### src/rtl/loop_steer_pkg.sv
package loop_steer_pkg;

  typedef enum logic [1:0] {
    M_NORM = 2'd0,
    M_ANA  = 2'd1,
    M_DIG  = 2'd2,
    M_REM  = 2'd3
  } path_mode_t;

  localparam logic [1:0] PIN_LOW  = 2'b00;
  localparam logic [1:0] PIN_HIGH = 2'b01;

  typedef struct packed {
    logic ana;
    logic dig;
    logic rem;
  } loop_req_t;

  // Pin control offers no digital loop; an open pin gives no request.
  function automatic loop_req_t decode_req(input logic hw, input logic [1:0] pin,
                                           input logic h_ana, input logic h_dig,
                                           input logic h_rem);
    loop_req_t r;
    if (hw) begin
      r.ana = (pin == PIN_HIGH);
      r.dig = 1'b0;
      r.rem = (pin == PIN_LOW);
    end else begin
      r.ana = h_ana;
      r.dig = h_dig;
      r.rem = h_rem;
    end
    return r;
  endfunction

  function automatic logic req_invalid(input loop_req_t r);
    return (r.ana & r.dig) | (r.ana & r.rem) | (r.dig & r.rem);
  endfunction

  function automatic path_mode_t req_to_mode(input loop_req_t r);
    if (r.ana) return M_ANA;
    if (r.dig) return M_DIG;
    if (r.rem) return M_REM;
    return M_NORM;
  endfunction

  // Host: all-ones beats remote loop. Pins: remote loop beats all-ones.
  function automatic logic ones_active(input logic hw, input logic req,
                                       input path_mode_t m);
    return hw ? (req && (m != M_REM)) : req;
  endfunction

endpackage

### src/rtl/lps_mode_ctrl.sv
module lps_mode_ctrl
  import loop_steer_pkg::*;
(
  input  logic       clk,
  input  logic       rst_n,
  input  logic       hw_mode,
  input  logic [1:0] loop_pin,
  input  logic       host_ana,
  input  logic       host_dig,
  input  logic       host_rem,
  output path_mode_t mode_q,
  output logic       cfg_err_q,
  output logic       req_conflict
);

  loop_req_t  req;
  path_mode_t req_mode;

  assign req          = decode_req(hw_mode, loop_pin, host_ana, host_dig, host_rem);
  assign req_conflict = req_invalid(req);
  assign req_mode     = req_to_mode(req);

  always_ff @(posedge clk) begin
    if (!rst_n) begin
      mode_q    <= M_NORM;
      cfg_err_q <= 1'b0;
    end else begin
      if (!req_conflict) mode_q <= req_mode;
      cfg_err_q <= req_conflict;
    end
  end

  assert_conflict_holds_mode_R8: assert property (@(posedge clk) disable iff (!rst_n)
    req_conflict |=> $stable(mode_q));

  assert_conflict_flags_R8: assert property (@(posedge clk) disable iff (!rst_n)
    req_conflict |=> cfg_err_q);

  assert_pins_never_digital_R6: assert property (@(posedge clk) disable iff (!rst_n)
    hw_mode |=> (mode_q != M_DIG));

  assert_pin_high_analog_R6: assert property (@(posedge clk) disable iff (!rst_n)
    (hw_mode && loop_pin == PIN_HIGH) |=> (mode_q == M_ANA));

endmodule

### src/rtl/lps_path_mux.sv
module lps_path_mux
  import loop_steer_pkg::*;
#(
  parameter int DATA_W = 2
) (
  input  path_mode_t        mode,
  input  logic              ones_on,
  input  logic              ja_en,
  input  logic              mclk_stb,
  input  logic              tx_stb,
  input  logic [DATA_W-1:0] tx_data,
  input  logic [DATA_W-1:0] enc_data,
  input  logic              att_stb,
  input  logic [DATA_W-1:0] att_data,
  input  logic              rec_stb,
  input  logic [DATA_W-1:0] rec_data,
  output logic              drv_sel_stb,
  output logic [DATA_W-1:0] drv_sel_data,
  output logic              rcv_sel_stb,
  output logic [DATA_W-1:0] rcv_sel_data
);

  localparam logic [DATA_W-1:0] ALL_ONES = {DATA_W{1'b1}};

  always_comb begin
    if (ones_on) begin
      drv_sel_stb  = mclk_stb;
      drv_sel_data = ALL_ONES;
    end else if (mode == M_REM) begin
      drv_sel_stb  = rec_stb;
      drv_sel_data = rec_data;
    end else begin
      drv_sel_stb  = tx_stb;
      drv_sel_data = tx_data;
    end
  end

  always_comb begin
    unique case (mode)
      M_ANA: begin
        rcv_sel_stb  = drv_sel_stb;
        rcv_sel_data = drv_sel_data;
      end
      M_DIG: begin
        rcv_sel_stb  = ja_en ? att_stb  : tx_stb;
        rcv_sel_data = ja_en ? att_data : enc_data;
      end
      default: begin
        rcv_sel_stb  = rec_stb;
        rcv_sel_data = rec_data;
      end
    endcase
  end

endmodule

### src/rtl/lps_out_stage.sv
module lps_out_stage #(
  parameter int DATA_W = 2
) (
  input  logic              clk,
  input  logic              rst_n,
  input  logic              stb_in,
  input  logic [DATA_W-1:0] data_in,
  output logic              stb_q,
  output logic [DATA_W-1:0] data_q
);

  always_ff @(posedge clk) begin
    if (!rst_n) begin
      stb_q  <= 1'b0;
      data_q <= '0;
    end else begin
      stb_q <= stb_in;
      if (stb_in) data_q <= data_in;
    end
  end

  assert_hold_between_strobes_R2: assert property (@(posedge clk) disable iff (!rst_n)
    !stb_in |=> $stable(data_q));

endmodule

### src/rtl/loop_steer.sv
module loop_steer
  import loop_steer_pkg::*;
#(
  parameter int DATA_W = 2
) (
  input  logic              clk,
  input  logic              rst_n,
  input  logic              hw_mode,
  input  logic [1:0]        loop_pin,
  input  logic              host_ana,
  input  logic              host_dig,
  input  logic              host_rem,
  input  logic              taos_req,
  input  logic              ja_en,
  input  logic              mclk_stb,
  input  logic              tx_stb,
  input  logic [DATA_W-1:0] tx_data,
  input  logic [DATA_W-1:0] enc_data,
  input  logic              att_stb,
  input  logic [DATA_W-1:0] att_data,
  input  logic              rec_stb,
  input  logic [DATA_W-1:0] rec_data,
  output logic              drv_stb,
  output logic [DATA_W-1:0] drv_data,
  output logic              rcv_stb,
  output logic [DATA_W-1:0] rcv_data,
  output logic              cfg_err
);

  localparam int LANES    = 2;
  localparam int LANE_DRV = 0;
  localparam int LANE_RCV = 1;

  path_mode_t        mode_q;
  logic              req_conflict;
  logic              ones_on;
  logic              sel_stb  [LANES];
  logic [DATA_W-1:0] sel_data [LANES];
  logic              out_stb  [LANES];
  logic [DATA_W-1:0] out_data [LANES];

  lps_mode_ctrl u_mode (
    .clk          (clk),
    .rst_n        (rst_n),
    .hw_mode      (hw_mode),
    .loop_pin     (loop_pin),
    .host_ana     (host_ana),
    .host_dig     (host_dig),
    .host_rem     (host_rem),
    .mode_q       (mode_q),
    .cfg_err_q    (cfg_err),
    .req_conflict (req_conflict)
  );

  assign ones_on = ones_active(hw_mode, taos_req, mode_q);

  lps_path_mux #(.DATA_W(DATA_W)) u_mux (
    .mode         (mode_q),
    .ones_on      (ones_on),
    .ja_en        (ja_en),
    .mclk_stb     (mclk_stb),
    .tx_stb       (tx_stb),
    .tx_data      (tx_data),
    .enc_data     (enc_data),
    .att_stb      (att_stb),
    .att_data     (att_data),
    .rec_stb      (rec_stb),
    .rec_data     (rec_data),
    .drv_sel_stb  (sel_stb[LANE_DRV]),
    .drv_sel_data (sel_data[LANE_DRV]),
    .rcv_sel_stb  (sel_stb[LANE_RCV]),
    .rcv_sel_data (sel_data[LANE_RCV])
  );

  for (genvar g = 0; g < LANES; g++) begin : g_lane
    lps_out_stage #(.DATA_W(DATA_W)) u_stage (
      .clk     (clk),
      .rst_n   (rst_n),
      .stb_in  (sel_stb[g]),
      .data_in (sel_data[g]),
      .stb_q   (out_stb[g]),
      .data_q  (out_data[g])
    );
  end

  assign drv_stb  = out_stb[LANE_DRV];
  assign drv_data = out_data[LANE_DRV];
  assign rcv_stb  = out_stb[LANE_RCV];
  assign rcv_data = out_data[LANE_RCV];

  assert_host_ones_win_R10: assert property (@(posedge clk) disable iff (!rst_n)
    (!hw_mode && taos_req && mclk_stb) |=> (drv_stb && drv_data == {DATA_W{1'b1}}));

  assert_pin_remote_wins_R10: assert property (@(posedge clk) disable iff (!rst_n)
    (hw_mode && mode_q == M_REM && rec_stb) |=> (drv_stb && drv_data == $past(rec_data)));

  assert_analog_mirror_R3: assert property (@(posedge clk) disable iff (!rst_n)
    (mode_q == M_ANA) |=> ((rcv_stb == drv_stb) && (!rcv_stb || rcv_data == drv_data)));

  assert_remote_ignores_tx_R5: assert property (@(posedge clk) disable iff (!rst_n)
    (mode_q == M_REM && !ones_on && !rec_stb) |=> !drv_stb);

endmodule

### config.mk
export PLATFORM = sky130hd
export DESIGN_NAME = loop_steer
export DESIGN_NICKNAME = d
export VERILOG_FILES = /design/src/rtl/loop_steer_pkg.sv /design/src/rtl/lps_mode_ctrl.sv /design/src/rtl/lps_path_mux.sv /design/src/rtl/lps_out_stage.sv /design/src/rtl/loop_steer.sv
export SDC_FILE = /design/constraint.sdc
export NUM_CORES = 1
export LEC_CHECK = 0
export ABC_AREA = 1
export BUFFER_PORTS_ARGS = -buffer_cell sky130_fd_sc_hd__buf_4
export CAP_MARGIN = 20
export CORE_MARGIN = 2
export CORE_UTILIZATION = 48
export DETAILED_ROUTE_END_ITERATION = 7
export HOLD_SLACK_MARGIN = 0.05
export PLACE_DENSITY = 0.79
export SLEW_MARGIN = 30
export SYNTH_ARGS = -nofsm -noshare
export SYNTH_HDL_FRONTEND = slang
export SYNTH_HIERARCHICAL = 1
export SYNTH_SLANG_ARGS = --single-unit
### constraint.sdc
create_clock -name clk -period 4 [get_ports clk]
set_clock_uncertainty 0.05 [all_clocks]
set_input_delay 0.2 -clock clk [delete_from_list [all_inputs] [get_ports clk]]
set_output_delay 0.2 -clock clk [all_outputs]
set_load 0.1 [all_outputs]
# Yosys cells after proc, flatten, opt, wreduce, memory -nomap -nowiden
# Cells that the tools add are included.
# op_classes
eq_ne	5
muxes	22
bitwise_logic	5
n_reduce_logical	2
# ops
cell	n
$mux W2	9
$mux W1	10
$eq A2 B1 Y1 const B	2
$eq A2 B2 Y1 const B	2
$pmux W2 S2	1
$and A1 B1 Y1	3
$mux W3	1
$logic_not A2 Y1	1
$ne A2 B2 Y1 const B	1
$or A1 B1 Y1	2
$pmux W1 S2	1
$logic_and A1 B1 Y1	1
# totals
reg_bits	9
elab_cells	40

# Longest topological paths before layout
# Gate-level depths: netlist of run 1.
# logic_depth
ltp_word	9
mapped_depth	13

# By module
# Netlist of run 1, hierarchy kept.
# by_module_without_submodules
mod	n_inst	cells_each	area_per_inst_um2	seq_area_each_um2
lps_path_mux	1	43	231.5	0.0
lps_out_stage	2	15	105.1	60.1
lps_mode_ctrl	1	32	178.9	60.1
loop_steer	1	3	12.5	0.0

# Least setup slack after synthesis of run 1
# OpenSTA, ideal clock, no wires.
# synth_path
path_type	flip-flop to flip-flop
startpoint	reg u_mode.mode_q[0]
endpoint	reg g_lane[1].u_stage.data_q[0]
setup_time_ns	0.118
arrival_time_ns	1.357
slack_ns	2.475
stages_incl_launch_ff	9
n_path_buf	0
synth_period_minus_slack_ns	1.525
path_cell_list	dfxtp_1 -> inv_1 -> ha_1 -> bufinv_8 -> nor2_1 -> a21oi_1 -> nand2_1 -> nand2_1 -> nor2_1
# synth_rtl
element	line_no	rtl
start: declaration	lps_mode_ctrl.sv:11	output path_mode_t mode_q,
start signal: assignment	lps_mode_ctrl.sv:28	if (!req_conflict) mode_q <= req_mode;
end signal: assignment	lps_out_stage.sv:18	if (stb_in) data_q <= data_in;
end: declaration	lps_out_stage.sv:9	output logic [DATA_W-1:0] data_q

==> results of run 1 <==
==> area by class of cell <==
type,count,area (um^2),area share [%]
repair buffers,28,210.2,23.80
flip-flops and latches,9,180.2,20.40
well taps,15,18.77,2.125
inverters,24,103.9,11.76
multi-input cells,74,344.1,38.95
clock buffers,4,26.28,2.975
==> tightest hold or removal path: stages <==
cell	delay, ps
buf_4	130
nand2_1	60
inv_1	40
==> placed cells by master, fill, tap and decap left out <==
cell type	instances
bufinv_8	1
ha_1	3
nor2_1	12
inv_2	3
clkbuf_4	3
dfxtp_1	9
nand3_2	2
buf_4	28
inv_1	20
and2_1	1
or2_0	1
nand2_1	41
a21oi_1	3
nand3_1	9
o211ai_1	2
clkbuf_1	1
==> sequential cells by signal, indices dropped and copies added (netlist names) <==
name and cells:
g_lane.u_stage/stb_q 2, u_mode/mode_q 2, u_mode/cfg_err_q 1, g_lane.u_stage/data_q 4
==> worst paths after layout <==
check / start / endpoint / cells after the start
max: u_mode/mode_q[0] / g_lane[1].u_stage/data_q[1] / 8
min: rst_n / g_lane[0].u_stage/stb_q / 3
max reg2reg: u_mode/mode_q[0] / g_lane[1].u_stage/data_q[1] / 8
min reg2reg: g_lane[1].u_stage/data_q[0] / g_lane[1].u_stage/data_q[0] / 2
==> layer usage <==
metal	up-vias	routed length, um	track usage, %
met2	15	700	36.29
met4	0	0	2.500
met3	0	53	5.000
li1	382	-	-
met1	298	565	23.41
met5	-	0	0
==> power by group through the flow <==
stage,Clock [W],Combinational [W],Sequential [W]
final,0.0000678,0.000148,0.000105
after global routing,0.0000761,0.000160,0.000106
after CTS,0.0000711,0.000148,0.000105
after detailed placement,0,0.000148,0.000107
after global placement,0,0.000146,0.000107
after floorplan,0,0.0000499,0.000166
==> per-stage QoR <==
step                instance area, um^2  hold WS, ps   power, W
floorplan                         628.1        247.6  0.0002154
global placement                  857.1        404.8  0.0002530
detailed placement                857.1        415.2  0.0002553
CTS                               883.3        144.5  0.0003249
global route                      883.3        164.2  0.0003425
finish                            883.3        152.2  0.0003206
==> run_results.csv, run 1 <==
group,metric,value,unit
floorplan,initial_core_util,50.15,%
clock_tree,clock_sink_count,9,
worst_setup_path,end_kind,"register",
worst_setup_path,critPathArrivalTime,1780,ps
timing,min_period,1677,ps
clock_tree,numCtsBuffers,3,
timing,rsz0062_at_grt,"false",
clock_tree,clockBufferDepth,2,
global_route,grt_pass1_wl,2194,um
placed_design,globalplace.congestion,0.7605,
global_route,grt_pass1_vias,597,
power_and_ir_drop,leakage,0.5516,nW
flow_run,cap_viol_max_count,0,
worst_setup_path,path_buf_inv,2,
synth,syn_area,628.1,um^2
synth,synth_cells,107,
floorplan,die-area,1614,um^2
worst_setup_path,cpLargestDelayFamily,"flip-flops",
power_and_ir_drop,p_per_area,362.9,nW/um^2
global_route,grt_overflow,0,
placed_design,dp_slack,2325,ps
drt,drt-total-wl,1319,um
power_and_ir_drop,swShare,41.83,%
power_and_ir_drop,p_seq_share,32.8,%
clock_tree,cts_tree,"done",
clock_tree,ctsResizeCount,0,
floorplan,io-pin-count,29,
clock_tree,clockRootBuffer,"clkbuf_4",
worst_setup_path,cp_max_fo,5,
timing,hold_violations,0,
timing,setup_viol,0,
timing,timing.final.crit_share,41.92,%
finish,nNetsFinal,165,
clock_tree,post-cts-setup-buffer-count,0,
finish,fin_cells,154,
placed_design,dp.cells,150,
power_and_ir_drop,internal-power,0.0001865,W
run_status,status,"completed",
global_route,track_usage,19.75,%
synth,yosysWarnings,6,
floorplan,core_area,1252,um^2
floorplan,die-width,40.18,um
clock_tree,htreeDepth,1,
power_and_ir_drop,switchingPower,0.0001341,W
timing,setup_tns,0,ps
worst_setup_path,rrSetupSlack,2320,ps
timing,fin_ws,2323,ps
clock_tree,path_clk_slew,60,ps
worst_setup_path,cp_cell_sequence,"inv_1 > ha_1 > bufinv_8 > nor2_1 > a21oi_1 > nand2_1 > nand2_1 > nor2_1",
power_and_ir_drop,combPwrFrac,46.0,%
worst_setup_path,required,4100,ps
finish,diodes,0,
timing,worst_slew_pin_slew,343.6,ps
placed_design,dp_hpwl,1130,um
synth,syn_area_per_cell,5.870,um^2
worst_setup_path,max_stage_delay,400,ps
global_route,grt_start_max_net_pins,9,
finish,fill_cells,129,
power_and_ir_drop,vdd_drop_max,0.2711,mV
drt,avgRoutedWirePerCell,8.565,um
finish,fin_util,70.53,%
timing,fmax,596.4,MHz
worst_setup_path,start_kind,"register",
floorplan,die_y,40.18,um
drt,drc,0,
hold_path,min_path_type,"in2reg",
power_and_ir_drop,power_frac_clock,21.1,%
global_route,antenna_found_initial,0,
drt,detail_route.first_pass.iterations,4,
clock_tree,cts-hold-fix-buffers,0,
drt,ant_nets,0,
timing,max_slew_margin,77.09,%
drt,route.vias.total,695,
worst_setup_path,critPathKind,"reg2reg",
drt,via_per_inst,4.513,
clock_tree,clk_latency,250,ps
timing,slew_viol_final,0,
worst_setup_path,slowest_stage,"dfxtp_1",
drt,drtIter0Drc,3,
finish,drive_gt1_share,26.62,%
placed_design,io_buffer_count,28,
floorplan,rows,13,
synth,syn-num-nets,132,
finish,areaGrowthSynthToFinish,40.64,%
(Power assumes the default switching activity.)
==> inputs of run 2 (changes only) <==
--- a/config.mk
+++ b/config.mk
@@ -5,14 +5,14 @@
 export SDC_FILE = /design/constraint.sdc
 export NUM_CORES = 1
 export LEC_CHECK = 0
-export ABC_AREA = 1
+export ABC_AREA = 0
 export BUFFER_PORTS_ARGS = -buffer_cell sky130_fd_sc_hd__buf_4
 export CAP_MARGIN = 20
 export CORE_MARGIN = 2
-export CORE_UTILIZATION = 48
+export CORE_UTILIZATION = 38
 export DETAILED_ROUTE_END_ITERATION = 7
 export HOLD_SLACK_MARGIN = 0.05
-export PLACE_DENSITY = 0.79
+export PLACE_DENSITY = 0.69
 export SLEW_MARGIN = 30
 export SYNTH_ARGS = -nofsm -noshare
 export SYNTH_HDL_FRONTEND = slang
==> constraint.sdc (replaced) <==
create_clock -name clk -period 1.5 [get_ports clk]
set_clock_uncertainty 0.05 [all_clocks]
set_input_delay 0.075 -clock clk [delete_from_list [all_inputs] [get_ports clk]]
set_output_delay 0.075 -clock clk [all_outputs]
set_load 0.1 [all_outputs]
==> run_results.csv, run 2 <==
group,metric,value,unit
run_status,status,"finished, violations left",
run_status,violations,"negative setup slack",
timing,rsz0062_at_grt,"true",
drt,ant_nets,0,
floorplan,die_y,42.49,um
synth,synthTopCellsByCount,"dfxtp_1, a21oi_1, nor2b_1",
floorplan,rows,13,
synth,synth_area_leaders,"dfxtp_1, mux2i_1, nor2b_1, ha_1, a21oi_1",
placed_design,io_buffer_count,28,
timing,max_slew_margin,80.16,%
timing,fin_ws,-318.1,ps
finish,final_common_cell,"buf_4",
synth,syn_area_per_cell,9.230,um^2
worst_setup_path,critPathArrivalTime,1930,ps
worst_setup_path,crit_path_frequent_cell,"mux2_4",
drt,drt-total-wl,1430,um
clock_tree,cts_tree,"done",
synth,syn-num-nets,86,
timing,setup_viol,6,
timing,worst_slew_pin_slew,293.8,ps
floorplan,io-pin-count,29,
power_and_ir_drop,total_power,0.0008406,W
worst_setup_path,end_kind,"register",
clock_tree,numCtsBuffers,3,
synth,synth_cell_type_count,24,
drt,drtIter0Drc,4,
clock_tree,path_clk_slew,70,ps
drt,drc,0,
finish,top_register,"g_lane.u_stage/data_q",
global_route,grt_overflow,0,
clock_tree,clockBufferDepth,2,
power_and_ir_drop,vdd_drop_max,0.4705,mV
clock_tree,clk_latency,270,ps
worst_setup_path,max_stage_delay,370,ps
timing,fmax,550.0,MHz
synth,synthArstFlopShare,0,%
synth,synth_edf_count,0,
global_route,antenna_found_initial,0,
global_route,track_usage,17.27,%
worst_setup_path,start_kind,"register",
synth,yosys_register_bits,9,
finish,drive_gt1_share,53.85,%
synth,synth_area_leader_cell,"dfxtp_1",
drt,via_per_inst,5.101,
worst_setup_path,critPathKind,"reg2reg",
worst_setup_path,slowest_stage,"dfxtp_4",
clock_tree,htreeDepth,1,
synth,synth_top_cell_area_share,32.00,%
clock_tree,clock_sink_count,9,
global_route,grt_pass1_wl,2277,um
global_route,grt_start_max_net_pins,10,
worst_setup_path,cp_cell_sequence,"ha_4 > mux2_4 > mux2_4 > a221o_1 > mux2i_1 > nor2b_1",
placed_design,globalplace.congestion,0.7283,
finish,regArea,187.7,um^2
power_and_ir_drop,p_per_area,886.3,nW/um^2
timing,hold_violations,0,
floorplan,die-width,42.49,um
placed_design,dp_slack,-345.2,ps
timing,slew_viol_final,0,
drt,avgRoutedWirePerCell,12.02,um
floorplan,core_area,1350,um^2
power_and_ir_drop,leakage,0.4517,nW
finish,largest_register_ffs,4,
finish,fin_util,70.25,%
floorplan,initial_core_util,41.71,%
flow_run,cap_viol_max_count,0,
finish,nNetsFinal,130,
synth,yosysWarnings,6,
hold_path,min_path_type,"in2reg",
placed_design,dp_hpwl,1108,um
finish,areaGrowthSynthToFinish,68.44,%
drt,detail_route.first_pass.iterations,4,
timing,holdWs,72.18,ps
drt,route.vias.total,607,
synth,synth_flop_cell,"dfxtp_1",
worst_setup_path,required,1610,ps
synth,synth_cells,61,
finish,fill_cells,115,
finish,diodes,0,
finish,final_cell_mix,"buf_4, nor2b_1, dfxtp_1, a21oi_1, mux2i_1",
timing,min_period,1818,ps
timing,timing.final.crit_share,121.2,%
timing,setup_tns,-1761,ps
synth,synth_seq_area_share,32.00,%
synth,syn_area,563.0,um^2
global_route,grt_pass1_vias,578,
worst_setup_path,cp_max_fo,4,
finish,biggestRegsByFlops,"g_lane.u_stage/data_q (4), g_lane.u_stage/stb_q (2), u_mode/mode_q (2)",
clock_tree,clockRootBuffer,"clkbuf_4",
finish,multiInputGateArea,397.9,um^2
synth,synth_most_common_cell,"dfxtp_1",
floorplan,die-area,1805,um^2
[run 2: worst paths after layout]
| kind | start | to | slack, ps | cells after the start |
|---|---|---|---|---|
| setup reg to reg | u_mode/mode_q[0] | g_lane[1].u_stage/data_q[1] | -320 | 6 |
| hold reg to reg | g_lane[0].u_stage/data_q[0] | g_lane[0].u_stage/data_q[0] | 480 | 2 |
| hold / removal | loop_pin[0] | u_mode/mode_q[1] | 70 | 4 |
| setup / recovery | u_mode/mode_q[0] | g_lane[1].u_stage/data_q[1] | -320 | 6 |
[run 2: cells by family (layout without fill, tap and decap cells)]
group                    count (synthesis)  in the layout  share of synthesized area [%]
buffers and inverters                    3             46                          2.000
multiplexers                             9              9                          16.89
adder cells (fa/ha/maj)                  3              3                          6.667
AND/OR/NAND/NOR                         21             21                          24.00
flip-flops                               9              9                          32.00
AO/OA/AOI/OAI                           16             16                          18.44
[run 2: stage by stage]
step	cell area, um^2	instances
5_1_grt	948.4	119
2_1_floorplan	590.6	61
3_3_place_gp	864.6	110
4_1_cts	929.6	117
3_5_place_dp	864.6	110
6_report	948.4	119
[run 2: power by group]
group | leakage (nW) | switching, W | internal, W
Combinational | 0.358 | 0.000214 | 0.000151
Clock | 0.0177 | 0.000102 | 0.0000988
Sequential | 0.0758 | 0.0000138 | 0.000260
[run 2: what timing repair did]
action,in CTS,in global routing
buffers inserted,1,2
resized for setup,2,1
pin swaps,1,0
setup endpoints to repair,6,6
hold buffers,2,0
endpoints found under the hold margin,8,0
[run 2: area by class of cell]
type	count	area share, %
Inverter	3	1.187
Clock inverter	1	0.5277
Multi-Input combinational cell	49	41.95
Tap cell	15	1.979
Timing Repair Buffer	39	32.19
Clock buffer	3	2.375
Sequential cell	9	19.79
[run 2: routing by layer]
metal  part of all wire (%)  wire (um)  track usage, %  vias to the layer above
met5                      0          0               0                        -
met3                    7.1        102           6.466                        4
met1                     40        579           17.78                      272
li1                       -          -               -                      306
met2                     50        720           28.62                       25
met4                    1.9         27           11.88                        0
[run 2: critical path: cells and delay by family, from the launching register on]
kind | cells | cell delay, ps
AND/OR/NAND/NOR | 1 | 60
adder cells (fa/ha/maj) | 1 | 160
flip-flops | 1 | 370
AO/OA/AOI/OAI | 1 | 350
multiplexers | 3 | 730
==> inputs of run 3 (changes only) <==
--- a/config.mk
+++ b/config.mk
@@ -8,11 +8,12 @@
 export ABC_AREA = 0
 export BUFFER_PORTS_ARGS = -buffer_cell sky130_fd_sc_hd__buf_4
 export CAP_MARGIN = 20
-export CORE_MARGIN = 2
-export CORE_UTILIZATION = 38
+export CORE_AREA = 2 2 39 41
 export DETAILED_ROUTE_END_ITERATION = 7
+export DIE_AREA = 0 0 41 43
 export HOLD_SLACK_MARGIN = 0.05
-export PLACE_DENSITY = 0.69
+export PLACE_DENSITY = 0.72
+export SETUP_SLACK_MARGIN = 0.3
 export SLEW_MARGIN = 30
 export SYNTH_ARGS = -nofsm -noshare
 export SYNTH_HDL_FRONTEND = slang
==> constraint.sdc (replaced) <==
create_clock -name clk -period 2.2 [get_ports clk]
set_clock_uncertainty 0.05 [all_clocks]
set_input_delay 0.11 -clock clk [delete_from_list [all_inputs] [get_ports clk]]
set_output_delay 0.11 -clock clk [all_outputs]
set_load 0.1 [all_outputs]
==> run_results.csv, run 3 (synthesized netlist as in run 2, its figures left out) <==
group,metric,value,unit
run_status,status,"completed",
worst_setup_path,crit_start,"u_mode/mode_q[0]",
drt,avgRoutedWirePerCell,12.09,um
clock_tree,clockRootBuffer,"clkbuf_4",
worst_setup_path,critPathArrivalTime,1950,ps
timing,rsz0062_at_grt,"true",
floorplan,core_area,1384,um^2
finish,top_register,"g_lane.u_stage/data_q",
floorplan,rows,14,
drt,route.vias.total,570,
timing,setup_viol,0,
clock_tree,cts-hold-fix-buffers,0,
global_route,grt_pass1_wl,2208,um
worst_setup_path,worst-r2r-cell-count,6,
clock_tree,clk_latency,270,ps
worst_setup_path,cpLargestDelayFamily,"multiplexers",
worst_setup_path,end_kind,"register",
finish,fill_cells,124,
worst_setup_path,reg2reg_to,"g_lane[1].u_stage/data_q[1]",
finish,final_cell_mix,"buf_4, nor2b_1, dfxtp_1, a21oi_1, mux2i_1",
timing,setup_tns,0,ps
flow_run,cap_viol_max_count,0,
floorplan,die_y,43,um
global_route,grtUsageMet1,19.74,%
drt,drtIter0Drc,4,
worst_setup_path,path_depth,6,
worst_setup_path,cp_cell_sequence,"ha_4 > mux2_4 > mux2_4 > a221o_1 > mux2i_1 > nor2b_1",
power_and_ir_drop,p_per_area,618.7,nW/um^2
global_route,track_usage,18.11,%
drt,detail_route.first_pass.iterations,3,
worst_setup_path,crit_path_frequent_cell,"mux2_4",
timing,timing.final.crit_share,83.79,%
power_and_ir_drop,leakage,0.4164,nW
floorplan,die-area,1763,um^2
finish,largest_register_ffs,4,
drt,ant_nets,0,
timing,worst_slew_pin_slew,328.7,ps
worst_setup_path,path_buf_inv,0,
clock_tree,cts_tree,"done",
worst_setup_path,required,2310,ps
global_route,grt_pass1_vias,559,
hold_path,min_path_type,"in2reg",
placed_design,dp_hpwl,1031,um
finish,nNetsFinal,123,
clock_tree,htreeDepth,1,
worst_setup_path,critPathKind,"reg2reg",
global_route,grt_overflow,0,
timing,max_slew_margin,77.81,%
power_and_ir_drop,vdd_drop_max,0.4130,mV
worst_setup_path,rrSetupSlack,360,ps
timing,fmax,542.5,MHz
global_route,grt_start_max_net_pins,10,
clock_tree,clock_sink_count,9,
floorplan,die-width,41,um
finish,areaGrowthSynthToFinish,58.67,%
worst_setup_path,cp_max_fo,4,
global_route,use_met2,31.25,%
placed_design,globalplace.congestion,0.7213,
timing,hold_violations,0,
finish,final_common_cell,"buf_4",
floorplan,initial_core_util,40.69,%
worst_setup_path,slowest_stage,"dfxtp_4",
worst_setup_path,r2r_start,"u_mode/mode_q[0]",
finish,diodes,0,
drt,via_per_inst,5.044,
clock_tree,numCtsBuffers,3,
timing,min_period,1843,ps
placed_design,io_buffer_count,28,
timing,slew_viol_final,0,
global_route,antenna_found_initial,0,
clock_tree,clockBufferDepth,2,
worst_setup_path,max_stage_delay,360,ps
global_route,grt_busiest_layer,"met2",
clock_tree,path_clk_slew,70,ps
drt,drc,0,
floorplan,io-pin-count,29,
worst_setup_path,endpoint,"g_lane[1].u_stage/data_q[1]",
drt,drt-total-wl,1366,um
finish,biggestRegsByFlops,"g_lane.u_stage/data_q (4), g_lane.u_stage/stb_q (2), u_mode/mode_q (2)",
power_and_ir_drop,total_power,0.0005527,W
global_route,grt_util_met3,5.236,%
finish,drive_gt1_share,52.58,%
worst_setup_path,start_kind,"register",
[run 3: changes by cell type in the layout (fill, tap and decap cells not counted)]
cell,before,now
buf_6,2,0
a31oi_2,1,0
dlygate4sd3_1,2,0
buf_4,35,32
a31oi_4,0,1
[run 3: timing repair]
action / 4_1_cts / 5_1_grt
setup endpoints to repair: 3 / 2
endpoints found under the hold margin: 0 / 0
pin swaps: 2 / 2
setup buffers: 3 / 1
gates resized for setup: 7 / 2
[run 3: power by group]
part | internal (W) | switching, W | total (W)
Combinational | 0.0000894 | 0.000145 | 0.000234
Clock | 0.0000673 | 0.0000652 | 0.000132
Sequential | 0.000178 | 0.00000852 | 0.000186
Total | 0.000334 | 0.000218 | 0.000553
[run 3: worst min path at each step]
| stage | from | endpoint | depth (start not counted) |
|---|---|---|---|
| floorplan | rst_n | u_mode/cfg_err_q | 1 |
| global placement | rst_n | u_mode/cfg_err_q | 2 |
| detailed placement | rst_n | u_mode/cfg_err_q | 2 |
| CTS | rst_n | u_mode/cfg_err_q | 2 |
| global route | rst_n | u_mode/mode_q[0] | 2 |
| finish | rst_n | u_mode/cfg_err_q | 2 |
[run 3: per-layer routing]
| metal | vias up | share of wire (%) | wire length (um) |
|---|---|---|---|
| li1 | 295 | - | - |
| met1 | 248 | 38 | 513 |
| met2 | 25 | 52 | 704 |
| met3 | 2 | 10 | 137 |
| met4 | 0 | 0.73 | 10 |
| met5 | - | 0 | 0 |
[run 3: cell type report]
class / count / area (um^2) / area share, %
clock buffers: 3 / 22.52 / 2.521
clock inverters: 1 / 5.005 / 0.5602
inverters: 3 / 11.26 / 1.261
well taps: 16 / 20.02 / 2.241
flip-flops and latches: 9 / 187.7 / 21.01
repair buffers: 32 / 240.2 / 26.89
multi-input cells: 49 / 406.6 / 45.52
[run 3: through the flow]
step           instance area (um^2)  hold slack (ps)  worst slack (ps)  util (%)  std cells
3_5_place_dp                  795.8            334.1             188.7     57.50        105
3_3_place_gp                  795.8            333.7             238.9     57.50        105
2_1_floorplan                 565.5            181.7             300.9         -         61
6_report                      893.4            60.45             356.6     64.56        113
5_1_grt                       893.4            62.38             267.1     64.56        113
4_1_cts                       873.3            53.95             316.8     63.11        112
